===== src/rtl/i2ct_pkg.sv =====
package i2ct_pkg;

    localparam int FLD_W  = 8;
    localparam int WORD_W = 32;
    localparam int REL_W  = 16;

    typedef enum logic [2:0] {
        ST_IDLE,
        ST_SCAN,
        ST_DIVIDE,
        ST_PACK,
        ST_DONE,
        ST_FAIL
    } srch_state_e;

    typedef struct packed {
        logic [WORD_W-1:0] edges;
        logic [WORD_W-1:0] bitw;
        logic [WORD_W-1:0] rate;
        logic [WORD_W-1:0] hold;
    } timing_words_t;

endpackage


===== src/rtl/i2ct_scan.sv =====
// Candidate walker: tests base against the window 5*(i+1) <= base < 512*(i+1),
// which is the multiply-free form of 4 < base/(i+1) < 512.
module i2ct_scan #(
    parameter int RATIO_W = 32,
    parameter int STEPS   = 256,
    parameter int Q_MIN   = 5,
    parameter int Q_MAX   = 512
) (
    input  logic                       clk,
    input  logic                       rst_n,
    input  logic                       clear,
    input  logic                       step,
    input  logic [RATIO_W-1:0]         base,
    output logic [$clog2(STEPS)-1:0]   idx,
    output logic                       hit,
    output logic                       last
);
    localparam int IDX_W = $clog2(STEPS);
    localparam int LO_W  = $clog2(Q_MIN * STEPS + 1);
    localparam int HI_W  = $clog2(Q_MAX * STEPS + 1);
    localparam int CMP_W = (RATIO_W > HI_W) ? RATIO_W : HI_W;

    logic [IDX_W-1:0] idx_q;
    logic [LO_W-1:0]  lo_q;
    logic [CMP_W-1:0] base_c;
    logic [CMP_W-1:0] lo_c;
    logic [CMP_W-1:0] hi_c;

    always_ff @(posedge clk or negedge rst_n) begin
        if (!rst_n) begin
            idx_q <= '0;
            lo_q  <= LO_W'(Q_MIN);
        end else if (clear) begin
            idx_q <= '0;
            lo_q  <= LO_W'(Q_MIN);
        end else if (step) begin
            idx_q <= idx_q + 1'b1;
            lo_q  <= lo_q + LO_W'(Q_MIN);
        end
    end

    always_comb begin
        base_c = CMP_W'(base);
        lo_c   = CMP_W'(lo_q);
        hi_c   = (CMP_W'(idx_q) + CMP_W'(1)) * CMP_W'(Q_MAX);
    end

    assign idx  = idx_q;
    assign hit  = (base_c >= lo_c) && (base_c < hi_c);
    assign last = (idx_q == IDX_W'(STEPS - 1));

endmodule


===== src/rtl/i2ct_sdiv.sv =====
// Restoring bit-serial divider, one quotient bit per clock.
module i2ct_sdiv #(
    parameter int DVD_W = 32,
    parameter int DVS_W = 9,
    parameter int QO_W  = 9
) (
    input  logic             clk,
    input  logic             rst_n,
    input  logic             load,
    input  logic [DVD_W-1:0] dividend,
    input  logic [DVS_W-1:0] divisor,
    output logic             ready,
    output logic [QO_W-1:0]  quotient
);
    localparam int CNT_W = $clog2(DVD_W + 1);

    logic [DVS_W-1:0] rem_q;
    logic [DVS_W-1:0] dvs_q;
    logic [DVD_W-1:0] quo_q;
    logic [CNT_W-1:0] cnt_q;
    logic [DVS_W:0]   trial;
    logic [DVS_W:0]   diff;
    logic             ge;

    always_comb begin
        trial = {rem_q, quo_q[DVD_W-1]};
        diff  = trial - {1'b0, dvs_q};
        ge    = (trial >= {1'b0, dvs_q});
    end

    always_ff @(posedge clk or negedge rst_n) begin
        if (!rst_n) begin
            rem_q <= '0;
            dvs_q <= '0;
            quo_q <= '0;
            cnt_q <= '0;
        end else if (load) begin
            rem_q <= '0;
            dvs_q <= divisor;
            quo_q <= dividend;
            cnt_q <= CNT_W'(DVD_W);
        end else if (cnt_q != '0) begin
            rem_q <= ge ? diff[DVS_W-1:0] : trial[DVS_W-1:0];
            quo_q <= {quo_q[DVD_W-2:0], ge};
            cnt_q <= cnt_q - 1'b1;
        end
    end

    assign ready    = (cnt_q == '0);
    assign quotient = quo_q[QO_W-1:0];

endmodule


===== src/rtl/i2ct_pack.sv =====
// Derives every phase field from the accepted cycle count and places it.
module i2ct_pack
    import i2ct_pkg::*;
#(
    parameter int IDX_W = 8,
    parameter int CYC_W = 9
) (
    input  logic [CYC_W-1:0] cyc,
    input  logic [IDX_W-1:0] div,
    output timing_words_t    words
);
    logic [FLD_W-1:0] half_f;
    logic [FLD_W-1:0] quart_f;
    logic [FLD_W-1:0] div_f;
    logic [REL_W-1:0] rel_f;

    always_comb begin
        half_f  = FLD_W'(cyc >> 1);
        quart_f = half_f >> 1;
        div_f   = FLD_W'(div);
        rel_f   = REL_W'(cyc);

        words.edges = {half_f, half_f, half_f, {FLD_W{1'b0}}};
        words.bitw  = {quart_f, {FLD_W{1'b0}}, half_f, half_f};
        words.rate  = {{FLD_W{1'b0}}, div_f, rel_f};
        words.hold  = {{(WORD_W - FLD_W){1'b0}}, quart_f};
    end

endmodule


===== src/rtl/i2c_tdiv_search.sv =====
module i2c_tdiv_search
    import i2ct_pkg::*;
#(
    parameter int RATIO_W = 32,
    parameter int FILT_W  = 3,
    parameter int STEPS   = 256,
    parameter int Q_MIN   = 5,
    parameter int Q_MAX   = 512,
    parameter int OFS     = 8
) (
    input  logic                       clk,
    input  logic                       rst_n,
    input  logic                       start,
    input  logic [RATIO_W-1:0]         ratio,
    input  logic [FILT_W-1:0]          filt_cyc,
    output logic                       busy,
    output logic                       done,
    output logic                       err,
    output logic [$clog2(STEPS)-1:0]   clk_div,
    output logic [$clog2(Q_MAX)-1:0]   clk_cycle,
    output logic [31:0]                tw_edges,
    output logic [31:0]                tw_bit,
    output logic [31:0]                tw_rate,
    output logic [31:0]                tw_hold
);
    localparam int IDX_W = $clog2(STEPS);
    localparam int CYC_W = $clog2(Q_MAX);
    localparam int DVS_W = IDX_W + 1;
    localparam int EXT_W = RATIO_W + 1;

    srch_state_e state_q, state_d;

    logic [EXT_W-1:0]   base_ext;
    logic [RATIO_W-1:0] base_nxt;
    logic [RATIO_W-1:0] base_q;
    logic               accept;
    logic               scan_step;
    logic               div_load;
    logic [IDX_W-1:0]   scan_idx;
    logic               scan_hit;
    logic               scan_last;
    logic [DVS_W-1:0]   divisor;
    logic               div_ready;
    logic [CYC_W-1:0]   quo;
    logic [IDX_W-1:0]   clk_div_q;
    logic [CYC_W-1:0]   clk_cycle_q;
    timing_words_t      words_c;
    timing_words_t      words_q;

    // Base count, clamped to zero when the subtraction underflows.
    always_comb begin
        base_ext = EXT_W'(ratio) - EXT_W'(OFS) - (EXT_W'(filt_cyc) << 1);
        base_nxt = base_ext[EXT_W-1] ? '0 : base_ext[RATIO_W-1:0];
    end

    assign accept    = start && (state_q != ST_SCAN) && (state_q != ST_DIVIDE)
                       && (state_q != ST_PACK);
    assign scan_step = (state_q == ST_SCAN) && !scan_hit && !scan_last;
    assign div_load  = (state_q == ST_SCAN) && scan_hit;
    assign divisor   = DVS_W'(scan_idx) + DVS_W'(1);

    i2ct_scan #(
        .RATIO_W (RATIO_W),
        .STEPS   (STEPS),
        .Q_MIN   (Q_MIN),
        .Q_MAX   (Q_MAX)
    ) u_scan (
        .clk   (clk),
        .rst_n (rst_n),
        .clear (accept),
        .step  (scan_step),
        .base  (base_q),
        .idx   (scan_idx),
        .hit   (scan_hit),
        .last  (scan_last)
    );

    i2ct_sdiv #(
        .DVD_W (RATIO_W),
        .DVS_W (DVS_W),
        .QO_W  (CYC_W)
    ) u_sdiv (
        .clk      (clk),
        .rst_n    (rst_n),
        .load     (div_load),
        .dividend (base_q),
        .divisor  (divisor),
        .ready    (div_ready),
        .quotient (quo)
    );

    i2ct_pack #(
        .IDX_W (IDX_W),
        .CYC_W (CYC_W)
    ) u_pack (
        .cyc   (clk_cycle_q),
        .div   (clk_div_q),
        .words (words_c)
    );

    // Next-state logic.
    always_comb begin
        state_d = state_q;
        unique case (state_q)
            ST_IDLE:   if (accept) state_d = ST_SCAN;
            ST_SCAN: begin
                if (scan_hit)       state_d = ST_DIVIDE;
                else if (scan_last) state_d = ST_FAIL;
            end
            ST_DIVIDE: if (div_ready) state_d = ST_PACK;
            ST_PACK:   state_d = ST_DONE;
            ST_DONE:   if (accept) state_d = ST_SCAN;
            ST_FAIL:   if (accept) state_d = ST_SCAN;
            default:   state_d = ST_IDLE;
        endcase
    end

    // State register.
    always_ff @(posedge clk or negedge rst_n) begin
        if (!rst_n) state_q <= ST_IDLE;
        else        state_q <= state_d;
    end

    // Result registers.
    always_ff @(posedge clk or negedge rst_n) begin
        if (!rst_n) begin
            base_q      <= '0;
            clk_div_q   <= '0;
            clk_cycle_q <= '0;
            words_q     <= '0;
        end else if (accept) begin
            base_q      <= base_nxt;
            clk_div_q   <= '0;
            clk_cycle_q <= '0;
            words_q     <= '0;
        end else begin
            if (div_load)
                clk_div_q <= scan_idx;
            if ((state_q == ST_DIVIDE) && div_ready)
                clk_cycle_q <= quo - CYC_W'(2);
            if (state_q == ST_PACK)
                words_q <= words_c;
        end
    end

    // Moore outputs.
    always_comb begin
        busy = 1'b0;
        done = 1'b0;
        err  = 1'b0;
        unique case (state_q)
            ST_SCAN, ST_DIVIDE, ST_PACK: busy = 1'b1;
            ST_DONE:                     done = 1'b1;
            ST_FAIL:                     err  = 1'b1;
            default: ;
        endcase
    end

    assign clk_div   = clk_div_q;
    assign clk_cycle = clk_cycle_q;
    assign tw_edges  = words_q.edges;
    assign tw_bit    = words_q.bitw;
    assign tw_rate   = words_q.rate;
    assign tw_hold   = words_q.hold;

endmodule


===== config.mk =====
export PLATFORM = sky130hd
export DESIGN_NAME = i2c_tdiv_search
export DESIGN_NICKNAME = d
export VERILOG_FILES = /design/src/rtl/i2ct_pkg.sv /design/src/rtl/i2ct_scan.sv /design/src/rtl/i2ct_sdiv.sv /design/src/rtl/i2ct_pack.sv /design/src/rtl/i2c_tdiv_search.sv
export SDC_FILE = /design/constraint.sdc
export NUM_CORES = 1
export LEC_CHECK = 0
export ABC_AREA = 0
export BUFFER_PORTS_ARGS = -buffer_cell sky130_fd_sc_hd__clkbuf_2
export CORE_ASPECT_RATIO = 0.8
export CORE_MARGIN = 10
export CORE_UTILIZATION = 45
export CTS_CLUSTER_DIAMETER = 40
export DETAILED_ROUTE_END_ITERATION = 10
export PLACE_DENSITY = 0.72
export SYNTH_ARGS = -nofsm -noshare
export SYNTH_HDL_FRONTEND = slang
export SYNTH_SLANG_ARGS = --single-unit

===== constraint.sdc =====
create_clock -name clk -period 6 [get_ports clk]
set_input_delay 1.2 -clock clk [delete_from_list [all_inputs] [get_ports clk]]
set_output_delay 1.2 -clock clk [all_outputs]
set_load 0.03 [all_outputs]

* Yosys cells after proc, flatten, opt, wreduce, memory -nomap -nowiden
Cells that the tools add are included.
** Operators by class
- $lt $le $gt $ge :: 3
- Add/subtract/negate cells :: 9
- Mux-type cells :: 26
- Reductions and logical operators :: 21
- Equal/unequal tests :: 12
** Operators with widths (count)
- 2-to-1 mux 128 bit :: 2
- 2-to-1 mux 32 bit :: 3
- 2-to-1 mux 9 bit :: 5
- subtractor 32 x 4 -> 33 bit (second input constant) :: 1
- subtractor 33 x 4 -> 33 bit :: 1
- greater-or-equal comparator 32 x 11 -> 1 bit :: 1
- < comparator 32 bit :: 1
- 2-to-1 mux 8 bit :: 4
- 2-to-1 mux 11 bit :: 2
- adder 8 x 1 -> 9 bit (second input constant) :: 2
- 2-to-1 mux 3 bit :: 4
- 2-to-1 mux 6 bit :: 2
- one-hot mux 3 bit (4 select lines) :: 1
- adder 11 x 3 -> 11 bit (second input constant) :: 1
- greater-or-equal comparator 10 x 9 -> 1 bit :: 1
- nonzero test 2 bit :: 5
- subtractor 9 x 2 -> 9 bit (second input constant) :: 1
- subtractor 9 bit :: 1
- adder 8 x 1 -> 8 bit (second input constant) :: 1
- == test 8 bit (second input constant) :: 1
- logical AND 1 bit :: 8
- == test 3 x 2 -> 1 bit (second input constant) :: 2
- == test 3 bit (second input constant) :: 2
- logical NOT 6 bit :: 1
- other kinds (13) :: 18
** Storage, ports and cells
- Input bits :: 38
- Output and inout port bits :: 148
- Flip-flop bits (word level) :: 255

* Longest topological paths before layout
- Word-level depth :: 8
- Depth in mapped cells :: 15
- Gate-level depth less buffers :: 12

* Cells and area by module
From an unflattened synthesis, not the netlist that was laid out.
** Second synthesis, totals
- Cell total of the unflattened synthesis :: 1485
- Area, all modules :: 13420.4 µm²
** Modules (own cells, without submodules)
- i2c_tdiv_search :: area an instance 7972.6 µm², cells an instance 887, instances 1
- i2ct_sdiv :: area an instance 3020.4 µm², cells an instance 311, instances 1
- i2ct_scan :: area an instance 1462.7 µm², cells an instance 158, instances 1
- i2ct_pack :: area an instance 964.7 µm², cells an instance 129, instances 1

* Least setup slack after synthesis
Ideal clock, no wire load.
- Path kind :: register -> register
- Start point :: reg u_scan.idx_q[0], in the netlist u_scan.idx[0]
- End point :: reg u_sdiv.rem_q[3]
- Setup slack :: 2.543 ns
- Stages on the path, launching flop included :: 15
- Arrival time :: 3.316 ns
- Data required time :: 5.859 ns
- Period minus slack after synthesis :: 3.457 ns
- Setup time :: 0.141 ns
- Cells stage by stage :: dfrtp_1 ha_1 and3_1 and3_1 and3_1 inv_1 clkbuf_1 ha_1 nand2_1 nand4_1 nor4_1 and4_1 buf_2 clkbuf_1 a211oi_1
** On the way
- Longest elaborated chain between the ends :: 5
- Elaborated cells on any way between the ends :: 6
** Ends and longest elaborated chain
- start, declared :: RTL line i2ct_scan.sv:23 : logic [IDX_W-1:0] idx_q;
- start signal, assigned :: RTL line i2ct_scan.sv:37 : idx_q <= idx_q + 1'b1;
- adder 8 x 1 -> 9 bit * :: RTL line i2ct_scan.sv:45 : hi_c = (CMP_W'(idx_q) + CMP_W'(1)) * CMP_W'(Q_MAX);
- < comparator 32 bit * :: RTL line i2ct_scan.sv:49 : assign hit = (base_c >= lo_c) && (base_c < hi_c);
- logical AND 1 bit * :: RTL line i2ct_scan.sv:49
- logical AND 1 bit * :: RTL line i2c_tdiv_search.sv:59 : assign div_load = (state_q == ST_SCAN) && scan_hit;
- 2-to-1 mux 9 bit / nonzero test 2 bit (equally long branches)
- end signal, assigned :: RTL line i2ct_sdiv.sv:43 : rem_q <= ge ? diff[DVS_W-1:0] : trial[DVS_W-1:0];
- end, declared :: RTL line i2ct_sdiv.sv:17 : logic [DVS_W-1:0] rem_q;
Every way passes the cells marked *; elsewhere a longest branch is shown, timed or not.
A chain may end at the register's enable or synchronous reset.

* Worst setup path in the final report
- Start point :: reg u_scan.idx_q[0], in the netlist u_scan.idx[0]
- End point :: reg u_sdiv.quo_q[8]
** On the way
- Longest elaborated chain between the ends :: 5
- Elaborated cells on any way between the ends :: 6
** Ends and longest elaborated chain
- adder 8 x 1 -> 9 bit * :: RTL line i2ct_scan.sv:45
- < comparator 32 bit * :: RTL line i2ct_scan.sv:49
- logical AND 1 bit * :: RTL line i2ct_scan.sv:49
- logical AND 1 bit * :: RTL line i2c_tdiv_search.sv:59
- 2-to-1 mux 32 bit / nonzero test 2 bit (equally long branches)
- end signal, assigned :: RTL line i2ct_sdiv.sv:40 : quo_q <= dividend;
- end signal, assigned :: RTL line i2ct_sdiv.sv:44 : quo_q <= {quo_q[DVD_W-2:0], ge};
- end, declared :: RTL line i2ct_sdiv.sv:19 : logic [DVD_W-1:0] quo_q;
Marked as above.

==> results.md <==
- After detailed routing, the average wire length per cell comes to 15.7 µm.
- The worst setup path is launched from a flop.
- The post-route fraction of the period consumed by the critical path is 76.5%.
- The number of global-route vias before repair is 6348.
- The depth of the CTS H-tree is 4.
- The final net count is 1119.
- Global routing consumed, over all layers together, 16.1% of the routing resources.
- At the later pin of the worst-skew pair, clock insertion delay measures 0.43 ns.
- The clock-pin transition on the worst setup and hold timing paths is 0.06 ns.
- Post-CTS repair changed the size of 0 cells.
- In the global route stage, met2 resource usage came out at 21.7%.
- The number of endpoints with negative hold slack in the final report was 0.
- The count of buffers added by post-CTS timing repair for setup is 0.
- The leakage power of the design is 4.74 nW.
- The worst pin sits at a relative slew slack of 42.1%.
- The worst-case IR drop observed on VDD is 0.207 mV.
- The final count of pins violating max slew came to 0.
- Buffers inserted to repair hold after CTS numbered 0.
- The placed instances occupy a cell area of 0.00891 mm².
- The transition time at the pin with the least slew margin is 0.869 ns.
- The number of sinks on the clock net is 144.
- Entering global routing, the biggest net connects 94 pins.
- Setup repair after global routing left no endpoint under its margin.
- The total non-filler cell area in the finished layout is 0.00945 mm².
- The simple-gate area share of the yosys netlist is 18.4%.
- The core outline area is 0.0189 mm².
- The setup check on the worst reg-to-reg path leaves a slack of 1.41 ns.
- The synthesized-area fraction occupied by ao, oa, aoi and oai cells is 11.9%.
- STA classifies the critical path endpoint as a flop.
- In the synthesized netlist, the cells that appear most often are sky130_fd_sc_hd__dfrtp_1 (142), sky130_fd_sc_hd__nand2_1 (142), sky130_fd_sc_hd__buf_4 (111), sky130_fd_sc_hd__a21oi_1 (66), sky130_fd_sc_hd__o21ai_0 (59).
- The classification of the worst setup path is flop to flop.
- Summing every instance area after synthesis gives 0.00866 mm².
- The critical path data required time is 6.29 ns.
- The detail-routed via count per cell is 5.17.
- Of the total synthesized cell area, the portion taken by full adders, half adders and majority gates is 6.10%.
- The final total power is 3.96 mW.
- The most heavily used metal layer in global routing is met1.
- For this run, design rule violations remaining after detail routing come to 0.
- Setup total negative slack on the finished layout was measured at 0 ns.
- The number of clock buffers inserted by TritonCTS is 17.
- The sequential element share of the synthesized area is 41.6%.
- The area growth from synthesis to final layout is 9.06%.
- The pre-antenna-repair detailed-routing pass consisted of 6 iterations.
- The number of cells on the worst hold path is 1.
- The share of synthesized registers carrying an async set or reset is 100%.
- The floorplan step set the die height to 144 µm.
- After synthesis, the largest family of logic cells by area is simple AND/OR/NAND/NOR gates.
- The end of the worst register-to-register path is u_sdiv.quo_q[8].
- Summed over all layers, the routed wires come to 20600 µm.
- The cell taking the most area after synthesis is sky130_fd_sc_hd__dfrtp_1.
- The count of max-cap constraint violations is 0.
- In this run the biggest area consumer among cell types represents 41.0% of the synthesized area.
- The Yosys warning count is 0.
- After technology mapping, the gate count stands at 982.
- Of all nets on the critical path, the largest fanout is 47.
- The final estimated routing congestion in global placement is 0.891.
- The setup-violating endpoint count in the final report is 0.
- The fraction of met3 tracks used by global routing is 5.26%.
- During I/O placement, the number of pins put on the boundary was 186.
- For this configuration, the core starts out at a cell density of 45.8%.
- In the global route stage, met1 resource usage came out at 23.6%.
- Sorting the synthesized cells by area gives the leading types as sky130_fd_sc_hd__dfrtp_1 (41%), sky130_fd_sc_hd__buf_4 (9.6%), sky130_fd_sc_hd__nand2_1 (6.2%).
- The final worst hold slack is 0.476 ns.
- The clock passes through at most 2 buffers.
- In this run the power density over the cells is 419 mW/mm².
- The initial antenna violation count is 0.
- The synthesized design contains 144 register bits.
- The area of the die is 0.0252 mm².
- The total overflow left after global routing is 0.
- The via total after detailed routing is 6784.
- The worst clock skew on the final layout is 0.00983 ns.
- The number of fill cells is 1818.
- The worst hold path terminates at u_scan.lo_q[6].
- In this run the core area contains 45 standard-cell rows.
- The endpoint arrival time on the critical path is 4.88 ns.
- TritonCTS built the clock tree.
- A synthesized cell averages 8.82 µm².
- The worst register-to-register path begins at u_scan.idx[0].
- The first global-routing pass estimated 33200 µm of wire.
- The die is 175 µm wide.
- The count of different cell masters after synthesis is 63.
- Derived from the worst setup path, the maximum achievable clock frequency is 218 MHz.
- The tree is rooted in a sky130_fd_sc_hd__clkbuf_16.
- The detailed router's first-iteration violation count is 712.
- The total of buffers placed on input and output ports is 128.
- The number of cells on the worst reg-to-reg path is 13.
- The run finished with clean final reports.
- Subtracting the final worst setup slack from the clock period gives 4.59 ns.
- The synthesized netlist devotes 4.35% of its cell area to XOR and XNOR gates.
- The most common flop cell mapped by yosys is sky130_fd_sc_hd__dfrtp_1.
- Once detail routing completed, the nets flagged for antenna violations numbered 0.
- The tightest min-delay check is of the flop to flop type.
- Measured against the total synthesized area, the mux share comes to 4.06%.
- In the final layout, the share of cells above drive strength 1 is 17.2%.
- Once detailed placement completed, the half-perimeter wirelength came to 15000 µm.
- The startpoint of the worst hold path is u_scan.lo_q[6].
- 0 antenna diodes ended up in the layout.
- The number of synthesized flops with an enable pin is 0.
## registers in the layout (all words and copies together) (netlist names)
signal and cells:
u_scan.lo_q 11, base_q 32, clk_cycle 9, clk_div 8, tw_edges 8, u_sdiv.rem_q 9, u_sdiv.quo_q 32, u_scan.idx 8
tw_rate 9, u_sdiv.cnt_q 6, u_sdiv.dvs_q 9, state_q 3
## worst max path at each step
stage / cells past startpoint / end / slack (ns) / from
5_1_grt: 13 / clk_div[0] / 0.94 / u_scan.idx[0]
3_5_place_dp: 13 / clk_div[0] / 1.48 / u_scan.idx[0]
3_3_place_gp: 13 / clk_div[0] / 1.76 / u_scan.idx[0]
2_1_floorplan: 14 / u_sdiv.rem_q[3] / 2.54 / u_scan.idx[0]
4_1_cts: 13 / clk_div[0] / 1.47 / u_scan.idx[0]
6_report: 13 / u_sdiv.quo_q[8] / 1.41 / u_scan.idx[0]
## cells by family (layout without fill, tap and decap cells)
logic type	Yosys count	in the layout
xor+xnor	43	43
simple gates	345	345
other cells	1	57
compound gates	176	176
fa+ha+maj	41	41
mux	35	35
buf+inv	197	212
flops	144	144
## layer usage
| layer | wire, µm | part of all wire (%) |
|---|---|---|
| met4 | 206 | 1.0 |
| met1 | 10300 | 50 |
| met2 | 8400 | 41 |
| met5 | 0 | 0 |
| met3 | 1670 | 8.1 |
## cells in the final DEF, fill, tap and decap left out, drive strengths merged, types with 3 or more instances in the layout
cell | synthesis | layout
conb | 1 | 57
a31oi | 3 | 3
xor2 | 14 | 14
nor2b | 3 | 3
and2 | 4 | 4
a211oi | 9 | 9
a31o | 4 | 4
ha | 39 | 39
nand4 | 9 | 9
or4 | 6 | 6
inv | 44 | 47
nand2b | 7 | 7
a21o | 7 | 7
nand3 | 56 | 56
a21oi | 66 | 66
o21ai | 63 | 63
mux2i | 34 | 34
o211ai | 3 | 3
clkbuf | 34 | 146
nor3 | 22 | 22
or2 | 3 | 3
clkinvlp | 0 | 3
dfrtp | 142 | 142
and3 | 9 | 9
or3 | 5 | 5
nand2 | 142 | 142
nor2 | 58 | 58
buf | 119 | 9
nor4 | 13 | 13
clkinv | 0 | 7
xnor2 | 29 | 29
## where the power goes
part | internal [mW] | switching, mW | total [mW]
clock network | 0.538 | 0.418 | 0.956
logic | 0.590 | 0.839 | 1.43
registers | 1.28 | 0.295 | 1.57
total | 2.40 | 1.55 | 3.96
## area by class of cell
type / count / area [µm²] / share of cell area [%]
clock buffer: 19 / 443 / 4.69
clock inverter: 13 / 87.6 / 0.927
inverter: 44 / 165 / 1.75
multi-input combinational: 697 / 4110 / 43.6
sequential: 144 / 3610 / 38.2
tap: 258 / 323 / 3.42
timing repair buffer: 136 / 707 / 7.48
## through the flow
step | worst slack (ns) | util (%) | cells
3_5_place_dp | 1.48 | 47.1 | 1279
2_1_floorplan | 2.54 | - | 1038
3_3_place_gp | 1.76 | 47.1 | 1279
5_1_grt | 0.936 | 49.9 | 1311
4_1_cts | 1.47 | 49.9 | 1311
6_report | 1.41 | 49.9 | 1311
## worst max-delay path, stage by stage (launching register included)
cell and delay [ns]:
sky130_fd_sc_hd__dfrtp_1 0.45, sky130_fd_sc_hd__ha_1 0.24, sky130_fd_sc_hd__and3_1 0.23, sky130_fd_sc_hd__and3_1 0.24, sky130_fd_sc_hd__and3_1 0.41, sky130_fd_sc_hd__inv_1 0.36, sky130_fd_sc_hd__ha_1 0.31, sky130_fd_sc_hd__nor4_1 0.24
sky130_fd_sc_hd__nand4_1 0.13, sky130_fd_sc_hd__nor4_1 0.59, sky130_fd_sc_hd__nand4_1 0.54, sky130_fd_sc_hd__buf_4 0.46, sky130_fd_sc_hd__nor2_1 0.17, sky130_fd_sc_hd__a21oi_1 0.05
Power figures use the tool's default switching activity.
